File: config.mk
export PLATFORM = sky130hd
export DESIGN_NAME = nvmr_protreg_if
export DESIGN_NICKNAME = d
export VERILOG_FILES = /design/src/rtl/nvmr_pkg.sv /design/src/rtl/nvmr_key_seq.sv /design/src/rtl/nvmr_status.sv /design/src/rtl/nvmr_cfg_regs.sv /design/src/rtl/nvmr_protreg_if.sv
export SDC_FILE = /design/constraint.sdc
export NUM_CORES = 1
export LEC_CHECK = 0
export ABC_AREA = 1
export CORE_MARGIN = 5
export CORE_UTILIZATION = 43
export DETAILED_ROUTE_END_ITERATION = 10
export PLACE_DENSITY = 0.7
export SLEW_MARGIN = 10
export SYNTH_ARGS = -nofsm -noshare
export SYNTH_HDL_FRONTEND = slang
export SYNTH_SLANG_ARGS = --single-unit
File: constraint.sdc
create_clock -name clk -period 3.5 [get_ports clk]
set_clock_uncertainty 0.2 [all_clocks]
set_input_delay 0.875 -clock clk [delete_from_list [all_inputs] [get_ports clk]]
set_output_delay 0.875 -clock clk [all_outputs]
set_load 0.005 [all_outputs]
File: src/rtl/nvmr_pkg.sv
package nvmr_pkg;
  localparam logic [5:0] OFS_CTRL   = 6'h00;
  localparam logic [5:0] OFS_TIM0   = 6'h04;
  localparam logic [5:0] OFS_KEY_A  = 6'h18;
  localparam logic [5:0] OFS_KEY_B  = 6'h1C;
  localparam logic [5:0] OFS_ADDR   = 6'h20;
  localparam logic [5:0] OFS_BDATA  = 6'h24;
  localparam logic [5:0] OFS_BIDX   = 6'h28;
  localparam logic [5:0] OFS_STAT   = 6'h2C;
  localparam logic [5:0] OFS_RED0   = 6'h30;

  localparam logic [31:0] KEY_STEP1 = 32'h0000_7123;
  localparam logic [31:0] KEY_STEP2 = 32'h0000_812A;
  localparam logic [31:0] KEY_STEP3 = 32'h0000_BEE1;

  localparam int CB_SLEEP  = 0;
  localparam int CB_WP     = 1;
  localparam int CB_CMD_LO = 3;

  localparam int SB_BUSY  = 0;
  localparam int SB_WPERR = 1;
  localparam int SB_REDOFF = 2;
  localparam int SB_DISCH = 3;
  localparam int SB_BROWN = 4;

  typedef enum logic [1:0] {
    KS_IDLE,
    KS_GOT1,
    KS_GOT2,
    KS_OPEN
  } key_state_e;
endpackage

File: src/rtl/nvmr_key_seq.sv
module nvmr_key_seq
  import nvmr_pkg::*;
#(
  parameter int ADDR_W = 6,
  parameter int DATA_W = 32
) (
  input  logic              clk,
  input  logic              rst_n,
  input  logic              wr_en,
  input  logic [ADDR_W-1:0] wr_addr,
  input  logic [DATA_W-1:0] wr_data,
  output logic              key_open
);
  key_state_e st_q, st_d;
  logic hit1, hit2, hit3, ctrl_wr;

  always_comb begin
    hit1    = (wr_addr == ADDR_W'(OFS_KEY_A)) && (wr_data == DATA_W'(KEY_STEP1));
    hit2    = (wr_addr == ADDR_W'(OFS_KEY_B)) && (wr_data == DATA_W'(KEY_STEP2));
    hit3    = (wr_addr == ADDR_W'(OFS_KEY_A)) && (wr_data == DATA_W'(KEY_STEP3));
    ctrl_wr = (wr_addr == ADDR_W'(OFS_CTRL));
  end

  always_comb begin
    st_d = st_q;
    if (wr_en) begin
      unique case (st_q)
        KS_IDLE: st_d = hit1 ? KS_GOT1 : KS_IDLE;
        KS_GOT1: st_d = hit2 ? KS_GOT2 : KS_IDLE;
        KS_GOT2: st_d = hit3 ? KS_OPEN : KS_IDLE;
        KS_OPEN: st_d = ctrl_wr ? KS_IDLE : KS_OPEN;
        default: st_d = KS_IDLE;
      endcase
    end
  end

  always_ff @(posedge clk or negedge rst_n) begin
    if (!rst_n) st_q <= KS_IDLE;
    else        st_q <= st_d;
  end

  assign key_open = (st_q == KS_OPEN);
endmodule

File: src/rtl/nvmr_status.sv
module nvmr_status
  import nvmr_pkg::*;
#(
  parameter int DATA_W = 32
) (
  input  logic              clk,
  input  logic              rst_n,
  input  logic              err_set,
  input  logic              clr_req,
  input  logic              eng_busy,
  input  logic              redun_off,
  input  logic              discharged,
  input  logic              brown_out,
  output logic              err_flag,
  output logic [DATA_W-1:0] status_word
);
  logic err_q, err_d;

  always_comb begin
    err_d = err_q;
    if (clr_req) err_d = 1'b0;
    if (err_set) err_d = 1'b1;
  end

  always_ff @(posedge clk or negedge rst_n) begin
    if (!rst_n) err_q <= 1'b0;
    else        err_q <= err_d;
  end

  always_comb begin
    status_word            = '0;
    status_word[SB_BUSY]   = eng_busy;
    status_word[SB_WPERR]  = err_q;
    status_word[SB_REDOFF] = redun_off;
    status_word[SB_DISCH]  = discharged;
    status_word[SB_BROWN]  = brown_out;
  end

  assign err_flag = err_q;
endmodule

File: src/rtl/nvmr_cfg_regs.sv
module nvmr_cfg_regs
  import nvmr_pkg::*;
#(
  parameter int ADDR_W     = 6,
  parameter int DATA_W     = 32,
  parameter int IDX_W      = 3,
  parameter int NUM_CMD    = 6,
  parameter int NUM_TIMING = 3,
  parameter int NUM_REDUN  = 2
) (
  input  logic                         clk,
  input  logic                         rst_n,
  input  logic                         wr_ok,
  input  logic [ADDR_W-1:0]            wr_addr,
  input  logic [DATA_W-1:0]            wr_data,
  input  logic                         key_open,
  output logic                         sleep_en,
  output logic                         wr_protect,
  output logic [DATA_W-1:0]            ctrl_word,
  output logic [NUM_CMD-1:0]           cmd_strobe,
  output logic [NUM_TIMING*DATA_W-1:0] timing_flat,
  output logic [NUM_REDUN*DATA_W-1:0]  redun_flat,
  output logic [DATA_W-1:0]            op_addr,
  output logic [IDX_W-1:0]             buf_idx,
  output logic                         buf_wr,
  output logic [IDX_W-1:0]             buf_slot,
  output logic [DATA_W-1:0]            buf_wdata
);
  logic hit_ctrl, hit_addr, hit_bdata, hit_bidx;
  logic sleep_q, sleep_d, wp_q, wp_d;
  logic [NUM_CMD-1:0] cmd_q, cmd_d;
  logic [DATA_W-1:0]  addr_q, addr_d, bwd_q, bwd_d;
  logic [IDX_W-1:0]   idx_q, idx_d, slot_q, slot_d;
  logic               bwr_q, bwr_d;

  always_comb begin
    hit_ctrl  = wr_ok && (wr_addr == ADDR_W'(OFS_CTRL));
    hit_addr  = wr_ok && (wr_addr == ADDR_W'(OFS_ADDR));
    hit_bdata = wr_ok && (wr_addr == ADDR_W'(OFS_BDATA));
    hit_bidx  = wr_ok && (wr_addr == ADDR_W'(OFS_BIDX));
  end

  always_comb begin
    sleep_d = sleep_q;
    wp_d    = wp_q;
    cmd_d   = '0;
    if (hit_ctrl) begin
      sleep_d = wr_data[CB_SLEEP];
      if (key_open) wp_d = wr_data[CB_WP];
      cmd_d   = wr_data[CB_CMD_LO +: NUM_CMD];
    end
  end

  always_comb begin
    addr_d = hit_addr ? wr_data : addr_q;
    idx_d  = idx_q;
    bwr_d  = 1'b0;
    slot_d = slot_q;
    bwd_d  = bwd_q;
    if (hit_bidx) idx_d = wr_data[IDX_W-1:0];
    if (hit_bdata) begin
      bwr_d  = 1'b1;
      slot_d = idx_q;
      bwd_d  = wr_data;
      idx_d  = idx_q + 1'b1;
    end
  end

  always_ff @(posedge clk or negedge rst_n) begin
    if (!rst_n) begin
      sleep_q <= 1'b0;
      wp_q    <= 1'b1;
      cmd_q   <= '0;
      addr_q  <= '0;
      idx_q   <= '0;
      bwr_q   <= 1'b0;
      slot_q  <= '0;
      bwd_q   <= '0;
    end else begin
      sleep_q <= sleep_d;
      wp_q    <= wp_d;
      cmd_q   <= cmd_d;
      addr_q  <= addr_d;
      idx_q   <= idx_d;
      bwr_q   <= bwr_d;
      slot_q  <= slot_d;
      bwd_q   <= bwd_d;
    end
  end

  for (genvar g = 0; g < NUM_TIMING; g++) begin : g_tim
    logic [DATA_W-1:0] tim_q, tim_d;
    always_comb begin
      tim_d = tim_q;
      if (wr_ok && (wr_addr == ADDR_W'(int'(OFS_TIM0) + 4*g))) tim_d = wr_data;
    end
    always_ff @(posedge clk or negedge rst_n) begin
      if (!rst_n) tim_q <= '0;
      else        tim_q <= tim_d;
    end
    assign timing_flat[g*DATA_W +: DATA_W] = tim_q;
  end

  for (genvar g = 0; g < NUM_REDUN; g++) begin : g_red
    logic [DATA_W-1:0] red_q, red_d;
    always_comb begin
      red_d = red_q;
      if (wr_ok && (wr_addr == ADDR_W'(int'(OFS_RED0) + 4*g))) red_d = wr_data;
    end
    always_ff @(posedge clk or negedge rst_n) begin
      if (!rst_n) red_q <= '0;
      else        red_q <= red_d;
    end
    assign redun_flat[g*DATA_W +: DATA_W] = red_q;
  end

  always_comb begin
    ctrl_word           = '0;
    ctrl_word[CB_SLEEP] = sleep_q;
    ctrl_word[CB_WP]    = wp_q;
  end

  assign sleep_en   = sleep_q;
  assign wr_protect = wp_q;
  assign cmd_strobe = cmd_q;
  assign op_addr    = addr_q;
  assign buf_idx    = idx_q;
  assign buf_wr     = bwr_q;
  assign buf_slot   = slot_q;
  assign buf_wdata  = bwd_q;
endmodule

File: src/rtl/nvmr_protreg_if.sv
module nvmr_protreg_if
  import nvmr_pkg::*;
#(
  parameter int ADDR_W     = 6,
  parameter int DATA_W     = 32,
  parameter int IDX_W      = 3,
  parameter int NUM_CMD    = 6,
  parameter int NUM_TIMING = 3,
  parameter int NUM_REDUN  = 2
) (
  input  logic                         clk,
  input  logic                         rst_n,
  input  logic [ADDR_W-1:0]            bus_addr,
  input  logic                         bus_we,
  input  logic [DATA_W-1:0]            bus_wdata,
  output logic [DATA_W-1:0]            bus_rdata,
  input  logic                         eng_busy,
  input  logic                         redun_off,
  input  logic                         discharged,
  input  logic                         brown_out,
  output logic                         sleep_en,
  output logic                         wr_protect,
  output logic [NUM_CMD-1:0]           cmd_strobe,
  output logic [NUM_TIMING*DATA_W-1:0] timing_cfg,
  output logic [DATA_W-1:0]            op_addr,
  output logic                         buf_wr,
  output logic [IDX_W-1:0]             buf_slot,
  output logic [DATA_W-1:0]            buf_wdata
);
  localparam int RED_BITS = NUM_REDUN * DATA_W;

  logic sel_ctrl, sel_stat, sel_tim, sel_red, sel_prot;
  logic key_open, wr_blocked, wr_ok, err_flag;
  logic [DATA_W-1:0]   ctrl_word, status_word;
  logic [RED_BITS-1:0] redun_flat;
  logic [IDX_W-1:0]    buf_idx;

  always_comb begin
    sel_ctrl = (bus_addr == ADDR_W'(OFS_CTRL));
    sel_stat = (bus_addr == ADDR_W'(OFS_STAT));
    sel_tim  = 1'b0;
    for (int i = 0; i < NUM_TIMING; i++)
      if (bus_addr == ADDR_W'(int'(OFS_TIM0) + 4*i)) sel_tim = 1'b1;
    sel_red  = 1'b0;
    for (int i = 0; i < NUM_REDUN; i++)
      if (bus_addr == ADDR_W'(int'(OFS_RED0) + 4*i)) sel_red = 1'b1;
    sel_prot = sel_ctrl || sel_tim || sel_red
            || (bus_addr == ADDR_W'(OFS_ADDR))
            || (bus_addr == ADDR_W'(OFS_BDATA))
            || (bus_addr == ADDR_W'(OFS_BIDX));
    wr_blocked = sel_prot && wr_protect && !(sel_ctrl && key_open);
    wr_ok      = bus_we && sel_prot && !wr_blocked;
  end

  nvmr_key_seq #(.ADDR_W(ADDR_W), .DATA_W(DATA_W)) u_key (
    .clk      (clk),
    .rst_n    (rst_n),
    .wr_en    (bus_we),
    .wr_addr  (bus_addr),
    .wr_data  (bus_wdata),
    .key_open (key_open)
  );

  nvmr_status #(.DATA_W(DATA_W)) u_stat (
    .clk         (clk),
    .rst_n       (rst_n),
    .err_set     (bus_we && wr_blocked),
    .clr_req     (bus_we && sel_stat && bus_wdata[SB_WPERR]),
    .eng_busy    (eng_busy),
    .redun_off   (redun_off),
    .discharged  (discharged),
    .brown_out   (brown_out),
    .err_flag    (err_flag),
    .status_word (status_word)
  );

  nvmr_cfg_regs #(
    .ADDR_W(ADDR_W), .DATA_W(DATA_W), .IDX_W(IDX_W), .NUM_CMD(NUM_CMD),
    .NUM_TIMING(NUM_TIMING), .NUM_REDUN(NUM_REDUN)
  ) u_cfg (
    .clk         (clk),
    .rst_n       (rst_n),
    .wr_ok       (wr_ok),
    .wr_addr     (bus_addr),
    .wr_data     (bus_wdata),
    .key_open    (key_open),
    .sleep_en    (sleep_en),
    .wr_protect  (wr_protect),
    .ctrl_word   (ctrl_word),
    .cmd_strobe  (cmd_strobe),
    .timing_flat (timing_cfg),
    .redun_flat  (redun_flat),
    .op_addr     (op_addr),
    .buf_idx     (buf_idx),
    .buf_wr      (buf_wr),
    .buf_slot    (buf_slot),
    .buf_wdata   (buf_wdata)
  );

  always_comb begin
    bus_rdata = '0;
    if (sel_ctrl) bus_rdata = ctrl_word;
    if (sel_stat) bus_rdata = status_word;
    if (bus_addr == ADDR_W'(OFS_ADDR)) bus_rdata = op_addr;
    if (bus_addr == ADDR_W'(OFS_BIDX)) bus_rdata = DATA_W'(buf_idx);
    for (int i = 0; i < NUM_TIMING; i++)
      if (bus_addr == ADDR_W'(int'(OFS_TIM0) + 4*i)) bus_rdata = timing_cfg[i*DATA_W +: DATA_W];
    for (int i = 0; i < NUM_REDUN; i++)
      if (bus_addr == ADDR_W'(int'(OFS_RED0) + 4*i)) bus_rdata = redun_flat[i*DATA_W +: DATA_W];
  end
endmodule

After elaboration in Yosys (flattened, before gate mapping). Cells that the tools add are included.

Register bits after elaboration: 242. Input port bits: 45. Output and inout port bits: 204. Logic and storage cells: 90.

$add $sub $neg: 1. Equal/unequal tests: 17. Mux-type cells: 25. Reduce and logical (&&, ||, !) cells: 32.

Operators by type and width (count): 2-to-1 mux 32 bit (8); == test 32 x 16 -> 1 bit, second input constant (2); == test 6 bit, second input constant (6); == test 32 x 15 -> 1 bit, second input constant (1); logical AND 1 bit (20); == test 6 x 4 -> 1 bit, second input constant (2); == test 6 x 5 -> 1 bit, second input constant (2); 2-to-1 mux 1 bit (9); 2-to-1 mux 2 bit (4); case mux 2 bit (4 select lines) (1); == test 6 x 3 -> 1 bit, second input constant (1); zero test 6 bit (1); 2-to-1 mux 3 bit (2); 2-to-1 mux 6 bit (1); logical OR 1 bit (5); == test 2 bit, second input constant (2); nonzero test 2 bit (2); adder 3 x 1 -> 3 bit, second input constant (1); == test 2 x 1 -> 1 bit, second input constant (1); zero test 1 bit (2); zero test 2 bit (1); AND reduction 2 bit (1).

Logic depth before layout (Yosys ltp). Gate-level depths: netlist of run 1.

Word-level depth: 16. Depth in mapped cells: 13. Mapped depth without buffers: 12.

Cells and area by module. A second synthesis of run 1 with hierarchy kept.

Cells, all modules: 1586. Area total of the unflattened synthesis: 12284.3 sq um.

Modules (own cells, without submodules): nvmr_cfg_regs (times used 1, cells an instance 901, area an instance 9148.8 sq um); nvmr_protreg_if (times used 1, cells an instance 536, area an instance 2364.8 sq um); nvmr_key_seq (times used 1, cells an instance 111, area an instance 486.7 sq um); nvmr_status (times used 1, cells an instance 38, area an instance 284.0 sq um).

Least setup slack after synthesis of run 1. OpenSTA, ideal clock, no wires.

Path type: input -> output. Start: in bus_addr[1]. End: out bus_rdata[1]. Arrival: 2.107 ns. Required time: 2.425 ns. Setup slack: 0.318 ns. Stages: 7. Path through: nor2_2 > nand2_1 > nor3_1 > clkbuf_1 > nand2_1 > nand2_1 > nand4_1.

Cells in the longest elaborated chain, start to end: 10.

Ends and longest elaborated chain: from (decl) (RTL line nvmr_protreg_if.sv:13) `input logic [ADDR_W-1:0] bus_addr,`; zero test 6 bit (RTL line nvmr_protreg_if.sv:39) `sel_ctrl = (bus_addr == ADDR_W'(OFS_CTRL));`; 2-to-1 mux 2 bit (RTL line nvmr_protreg_if.sv:102) `if (sel_ctrl) bus_rdata = ctrl_word;`; 2-to-1 mux 32 bit (RTL line nvmr_protreg_if.sv:103) `if (sel_stat) bus_rdata = status_word;`; 2-to-1 mux 32 bit (RTL line nvmr_protreg_if.sv:104) `if (bus_addr == ADDR_W'(OFS_ADDR)) bus_rdata = op_addr;`; 2-to-1 mux 32 bit (RTL line nvmr_protreg_if.sv:105) `if (bus_addr == ADDR_W'(OFS_BIDX)) bus_rdata = DATA_W'(buf_idx);`; 2-to-1 mux 32 bit (3 in a row) (RTL line nvmr_protreg_if.sv:107) `if (bus_addr == ADDR_W'(int'(OFS_TIM0) + 4*i)) bus_rdata = timing_cfg[i*DATA_W +: DATA_W];`; 2-to-1 mux 32 bit (RTL line nvmr_protreg_if.sv:109) `if (bus_addr == ADDR_W'(int'(OFS_RED0) + 4*i)) bus_rdata = redun_flat[i*DATA_W +: DATA_W];`; 2-to-1 mux 32 bit * (RTL line nvmr_protreg_if.sv:109); to (decl) (RTL line nvmr_protreg_if.sv:16) `output logic [DATA_W-1:0] bus_rdata,`.

Mark *: on every way between the ends. The rest lies on a longest branch, timed or not.

Worst setup path after layout of run 1.
Start: in bus_addr[3]. End: out bus_rdata[4].

Cells in the longest elaborated chain, start to end: 9.

Ends and longest elaborated chain: == test 6 bit (RTL line nvmr_protreg_if.sv:40) `sel_stat = (bus_addr == ADDR_W'(OFS_STAT));`; 2-to-1 mux 32 bit (RTL line nvmr_protreg_if.sv:103); 2-to-1 mux 32 bit (RTL line nvmr_protreg_if.sv:104); 2-to-1 mux 32 bit (RTL line nvmr_protreg_if.sv:105); 2-to-1 mux 32 bit (3 in a row) (RTL line nvmr_protreg_if.sv:107); 2-to-1 mux 32 bit (RTL line nvmr_protreg_if.sv:109); 2-to-1 mux 32 bit * (RTL line nvmr_protreg_if.sv:109).

Marks and branches as above.

==> impl_metrics.ini, run 1 <==
[pwr]
power.leakage_nw = 7.67
power_density_nw_per_um2 = 406
irDropWorstVdd_uv = 278

[worst_setup_path]
path_max_fanout = 4
setup.worst_path.class = in -> out
crit_path_start_kind = input pin
cp-end-kind = output port
crit_required_ns = 2.42
crit_arrival_ns = 2.41

[drt]
vias = 10400
routed_wl_mm = 38.4
wl_per_cell_um = 19.7
via_per_inst = 5.37
drt_iter0_drc = 897
drt-pass1-iter-count = 5
final_antenna_net_count = 0
drc = 0

[clock_tree]
clk_latency_ns = 0.52
cts_buffer_depth = 3
path_clk_slew_ns = 0.06
clock_sinks = 242
cts_hold_buf = 0
cts_tree = yes
h-tree-depth = 1
cts_root_buf = clkbuf_16
cts_buffers = 26

[floorplan]
die-area_um2 = 28500
io_pins = 249
die-width_um = 169
initial_utilization_pct = 43.3
rows = 58
core_um2 = 25000
die_h_um = 169

[synth]
yosys_warnings = 0
ys_seq_area_share_pct = 55.8
syn-cell-area_um2 = 10900
synth_seq_cells = 242
synth_cell_type_count = 33
netlist_instances = 1306
synth_fp_nets = 1352
synth.avg_cell_area_um2 = 8.31

[sta]
drv_slew = 0
slew_headroom_pct = 59.3
worst_pin_slew_ns = 0.610
final-hold-violation-count = 0
grt_setup_unrepaired = yes
fin_crit_ns = 3.48
setup_viol = 0
max_freq_mhz = 287
whs_ns = 0.150
setup_slack_ns = 0.0170
finalCritPeriodShare_pct = 99.5

[global_route]
antenna_found_initial = 0
grt_max_degree = 78
track_usage_pct = 26.4
grt_pass1_vias = 10500
grt_pass1_wl_mm = 59.7
grt-ovfl-total = 0

[final_layout]
final_nets = 1642
final_cell_area_um2 = 15600
multi_input_area_um2 = 4310
register_area_um2 = 6060
utilization_pct = 62.2
nFillCells = 2132
drive_above_1_share_pct = 14.6
antenna_cells = 0
fin_cells = 1944
syn_to_final_growth_pct = 43.5

[outcome]
status = completed

[place]
dp_slack_ns = -0.642
dp_hpwl_mm = 25.9
place_congestion = 0.890
place_inst = 1880
place_area_um2 = 14400
portBuffers = 248

[flow_run]
drv_cap = 0

[worst_hold_path]
hold_class = in -> async
[registers in the layout (all words and copies together) (netlist names)]
| name | cells |
|---|---|
| u_cfg.sleep_en | 1 |
| u_cfg.buf_idx | 3 |
| u_cfg.wr_protect | 1 |
| u_cfg.g_tim.tim_q | 96 |
| u_stat.err_flag | 1 |
| u_key.st_q | 2 |
| u_cfg.g_red.red_q | 64 |
| u_cfg.op_addr | 32 |
| u_cfg.buf_wr | 1 |
| u_cfg.buf_slot | 3 |
| u_cfg.buf_wdata | 32 |
| u_cfg.cmd_strobe | 6 |
[kinds of logic (layout without fill, tap and decap cells)]
kind of cell | after synthesis | in the layout | synth area share, %
fa+ha+maj | 1 | 1 | 0.115
simple gates | 584 | 584 | 21.4
xor+xnor | 1 | 1 | 0.0807
buf+inv | 194 | 502 | 7.21
flops | 242 | 242 | 55.8
compound gates | 284 | 284 | 15.4
[worst max-delay path: stages]
cell and delay, ns:
clkdlybuf4s15_2 0.23, buf_4 0.16, nand2_1 0.05, inv_1 0.06, nand2_4 0.08, buf_12 0.11
nor2_4 0.04, buf_4 0.15, nand2_1 0.05, o21ai_1 0.06, a221oi_2 0.18, nand4_1 0.14
clkdlybuf4s15_1 0.23
[layer usage]
metal / track usage, % / vias up / share of wire [%]
met1: 37.1 / 5125 / 43
met2: 42.8 / 425 / 47
li1: - / 4819 / -
met3: 4.16 / 70 / 7.7
met4: 7.80 / 0 / 2.8
met5: 0 / - / 0
[path summary, 6_finish.rpt]
| check | from | endpoint | slack (ns) | depth (start not counted) |
|---|---|---|---|---|
| setup / recovery | bus_addr[3] | bus_rdata[4] | 0.02 | 13 |
| hold / removal | rst_n | u_cfg.op_addr[25] | 0.15 | 1 |
| setup reg to reg | u_key.st_q[0] | u_cfg.g_red[1].red_q[16] | 1.52 | 9 |
| hold reg to reg | u_cfg.buf_wdata[23] | u_cfg.buf_wdata[23] | 0.28 | 2 |
| max in group asynchronous | rst_n | u_cfg.g_red[1].red_q[2] | 2.19 | 2 |
| min in group clk | u_cfg.buf_wdata[23] | u_cfg.buf_wdata[23] | 0.28 | 2 |
[what timing repair did]
item	in CTS	in global routing
hold endpoints to repair	0	0
pin swaps	22	16
setup endpoints to repair	32	32
cloned	4	0
resized for setup	161	42
buffers inserted	13	3
[area by class of cell]
| type | instances | area share (%) |
|---|---|---|
| Timing Repair Buffer | 356 | 23.1 |
| Clock inverter | 4 | 0.129 |
| Clock buffer | 42 | 5.15 |
| Sequential cell | 242 | 38.9 |
| Tap cell | 330 | 2.65 |
| Inverter | 100 | 2.43 |
| Multi-Input combinational cell | 870 | 27.7 |
[stage by stage]
| stage | setup TNS, ns | total power [mW] |
|---|---|---|
| finish | 0 | 6.33 |
| global route | -0.150 | 6.56 |
| CTS | 0 | 6.37 |
| detailed placement | -46.62 | 3.71 |
| global placement | -25.91 | 3.70 |
| floorplan | 0 | 3.26 |
[cell usage after synthesis]
cell type	n	area share, %
nand3_4	1	0.16
nor4_1	1	0.058
dfstp_2	1	0.24
buf_2	36	1.7
nand4_1	11	0.63
dfrtp_1	241	56
o21ai_1	39	1.8
buf_4	2	0.14
o21a_1	43	3.0
clkinv_1	2	0.069
a21oi_2	1	0.081
nor4b_1	1	0.081
nor3_1	6	0.28
clkbuf_2	1	0.046
a22oi_1	1	0.069
buf_1	2	0.069
o22ai_1	26	1.5
o21ai_0	129	5.9
inv_2	2	0.069
clkbuf_1	53	1.8
nor2_1	41	1.4
a21oi_1	17	0.78
ha_1	1	0.12
xnor2_1	1	0.081
nor2_2	5	0.29
nand2_1	482	17
o31ai_1	1	0.069
nand3_1	33	1.5
o2111ai_1	11	0.89
a221oi_1	16	1.3
nor2_4	2	0.21
inv_1	96	3.3
nand3b_1	1	0.069
[cells in the final DEF, fill, tap and decap left out, drive strengths merged, types with 11 or more instances in the layout]
| cell | instances |
|---|---|
| nand3 | 34 |
| inv | 98 |
| nor2 | 48 |
| dfrtp | 241 |
| clkbuf | 53 |
| nand4 | 11 |
| o2111ai | 11 |
| a221oi | 16 |
| o22ai | 26 |
| o21a | 43 |
| clkdlybuf4s50 | 209 |
| buf | 129 |
| o21ai | 168 |
| nand2 | 482 |
| a21oi | 18 |
[report_power, final]
part / leakage (nW) / internal [mW] / switching [mW] / total, mW
clock network: 0.408 / 1.55 / 1.09 / 2.65
logic: 4.24 / 0.325 / 0.338 / 0.663
registers: 3.02 / 2.93 / 0.0888 / 3.02
total: 7.67 / 4.81 / 1.52 / 6.33
(Power assumes the default switching activity.)
==> inputs of run 2 (changes only) <==
--- a/config.mk
+++ b/config.mk
@@ -6,11 +6,11 @@
 export NUM_CORES = 1
 export LEC_CHECK = 0
 export ABC_AREA = 1
+export ABC_CLOCK_PERIOD_IN_PS = 3500
 export CORE_MARGIN = 5
 export CORE_UTILIZATION = 43
 export DETAILED_ROUTE_END_ITERATION = 10
 export PLACE_DENSITY = 0.7
-export SLEW_MARGIN = 10
 export SYNTH_ARGS = -nofsm -noshare
 export SYNTH_HDL_FRONTEND = slang
 export SYNTH_SLANG_ARGS = --single-unit
==> results of run 2 <==
No change in the layout: final DEF, timing and power equal those of run 1.
==> inputs of run 3 (changes only) <==
--- a/config.mk
+++ b/config.mk
@@ -9,6 +9,7 @@
 export ABC_CLOCK_PERIOD_IN_PS = 3500
 export CORE_MARGIN = 5
 export CORE_UTILIZATION = 43
+export CTS_CLUSTER_SIZE = 16
 export DETAILED_ROUTE_END_ITERATION = 10
 export PLACE_DENSITY = 0.7
 export SYNTH_ARGS = -nofsm -noshare
==> run 3 against run 2 <==
Maximum frequency up 3.6%; sequential share of layout area about the same; sequential power about the same; worst hold slack better by 0.0026 ns; design area about the same; critical endpoint unchanged; first-iteration DRC count down 2.0%; register-to-register slack about the same; via count up 0.25%.
==> impl_metrics.ini, run 3 (synthesized netlist as in run 1, its figures left out) <==
[global_route]
grt_pass1_vias = 10500
track_usage_pct = 26.4
antenna_found_initial = 0
grt_max_degree = 78
grt_pass1_wl_mm = 59.7
grt-ovfl-total = 0

[worst_setup_path]
crit_required_ns = 2.42
crit_path_start_kind = input pin
crit_arrival_ns = 2.29
cp-end-kind = output port
path_max_fanout = 4
setup.worst_path.class = in -> out
r2r_setup_slack_ns = 1.52

[sta]
slew_headroom_pct = 58.7
worst_pin_slew_ns = 0.619
drv_slew = 0
finalCritPeriodShare_pct = 96.1
finalSetupTns_ns = 0
setup_viol = 0
grt_setup_unrepaired = no
final-hold-violation-count = 0
fin_crit_ns = 3.36
max_freq_mhz = 297

[final_layout]
fin_cells = 1944
top_regs = u_cfg.g_tim.tim_q (96), u_cfg.g_red.red_q (64)
final_nets = 1643
drive_above_1_share_pct = 14.6
layout_common_cells = nand2_1 (480), dfrtp_1 (241), clkdlybuf4s50_1 (209)
antenna_cells = 0
syn_to_final_growth_pct = 43.5
largest_reg_flops = 96
top_register = u_cfg.g_tim.tim_q
layout_commonest_cell = nand2_1
utilization_pct = 62.2

[clock_tree]
cts_buffers = 26
path_clk_slew_ns = 0.06
clk_latency_ns = 0.52
h-tree-depth = 1
cts_buffer_depth = 3
cts_tree = yes
clock_sinks = 242
cts_root_buf = clkbuf_16

[flow_run]
drv_cap = 0

[floorplan]
die-area_um2 = 28500
die_h_um = 169
core_um2 = 25000
rows = 58
initial_utilization_pct = 43.3
io_pins = 249
die-width_um = 169

[pwr]
irDropWorstVdd_uv = 267
power.leakage_nw = 7.65
power_density_nw_per_um2 = 408
finalPower_mw = 6.35

[worst_hold_path]
hold_class = in -> async

[outcome]
status = completed

[drt]
drt-pass1-iter-count = 5
drc = 0
via_per_inst = 5.38
drt_iter0_drc = 879
routed_wl_mm = 38.4
wl_per_cell_um = 19.8
vias = 10500
final_antenna_net_count = 0

[place]
dp_hpwl_mm = 25.9
place_congestion = 0.890
portBuffers = 248
place_inst = 1880
-- run 3: worst paths after layout --
path,cells after the start,from,end
worst max-delay path,13,bus_addr[3],bus_rdata[4]
worst min-delay path,1,rst_n,u_cfg.op_addr[25]
worst max register to register,9,u_key.st_q[1],u_cfg.g_red[1].red_q[16]
worst min register to register,2,u_cfg.buf_wdata[17],u_cfg.buf_wdata[17]
max in group asynchronous,2,rst_n,u_cfg.buf_wdata[0]
min in group clk,2,u_cfg.buf_wdata[17],u_cfg.buf_wdata[17]
-- run 3: stage by stage --
| stage | worst slack (ns) | cell area, um^2 | hold slack [ns] |
|---|---|---|---|
| finish | 0.138 | 15600 | 0.152 |
| floorplan | 0.318 | 10900 | 0.249 |
| detailed placement | -0.642 | 14400 | 0.267 |
| global placement | -0.623 | 14400 | 0.260 |
| global route | 0.0379 | 15600 | 0.181 |
| CTS | 0.0124 | 15600 | 0.161 |
-- run 3: cell type report --
class	count	area (um^2)
Fill cell	2128	9460
Timing Repair Buffer	357	3620
Tap cell	330	413
Clock buffer	42	812
Sequential cell	242	6060
Multi-Input combinational cell	870	4280
Clock inverter	3	17.5
Inverter	100	375
-- run 3: power breakdown --
group	switching [mW]	total, mW	internal, mW	leakage [nW]
combinational	0.337	0.661	0.324	4.23
clock	1.10	2.67	1.57	0.406
sequential	0.0887	3.02	2.93	3.02
-- run 3: routing by layer --
layer,GRT usage (%),wire length (um),vias to the layer above
met5,0,0,-
met4,7.59,999,0
met3,4.18,2990,70
met2,42.8,18000,451
met1,37.1,16500,5130
li1,-,-,4814
-- run 3: what timing repair did --
| item | in CTS | in global routing |
|---|---|---|
| setup endpoints to repair | 32 | 32 |
| hold buffers | 0 | 0 |
| setup buffers | 13 | 4 |
| gates resized for setup | 161 | 36 |
| gates cloned | 4 | 0 |
| pin swaps | 22 | 11 |
-- run 3: worst max-delay path: stages --
cell and delay [ns]:
buf_2 0.13, buf_4 0.14, nand2_1 0.06, inv_2 0.04
nand2_4 0.09, buf_12 0.10, nor2_4 0.04, buf_4 0.15
nand2_1 0.05, o21ai_1 0.06, a221oi_2 0.17, nand4_1 0.14
clkdlybuf4s15_1 0.23
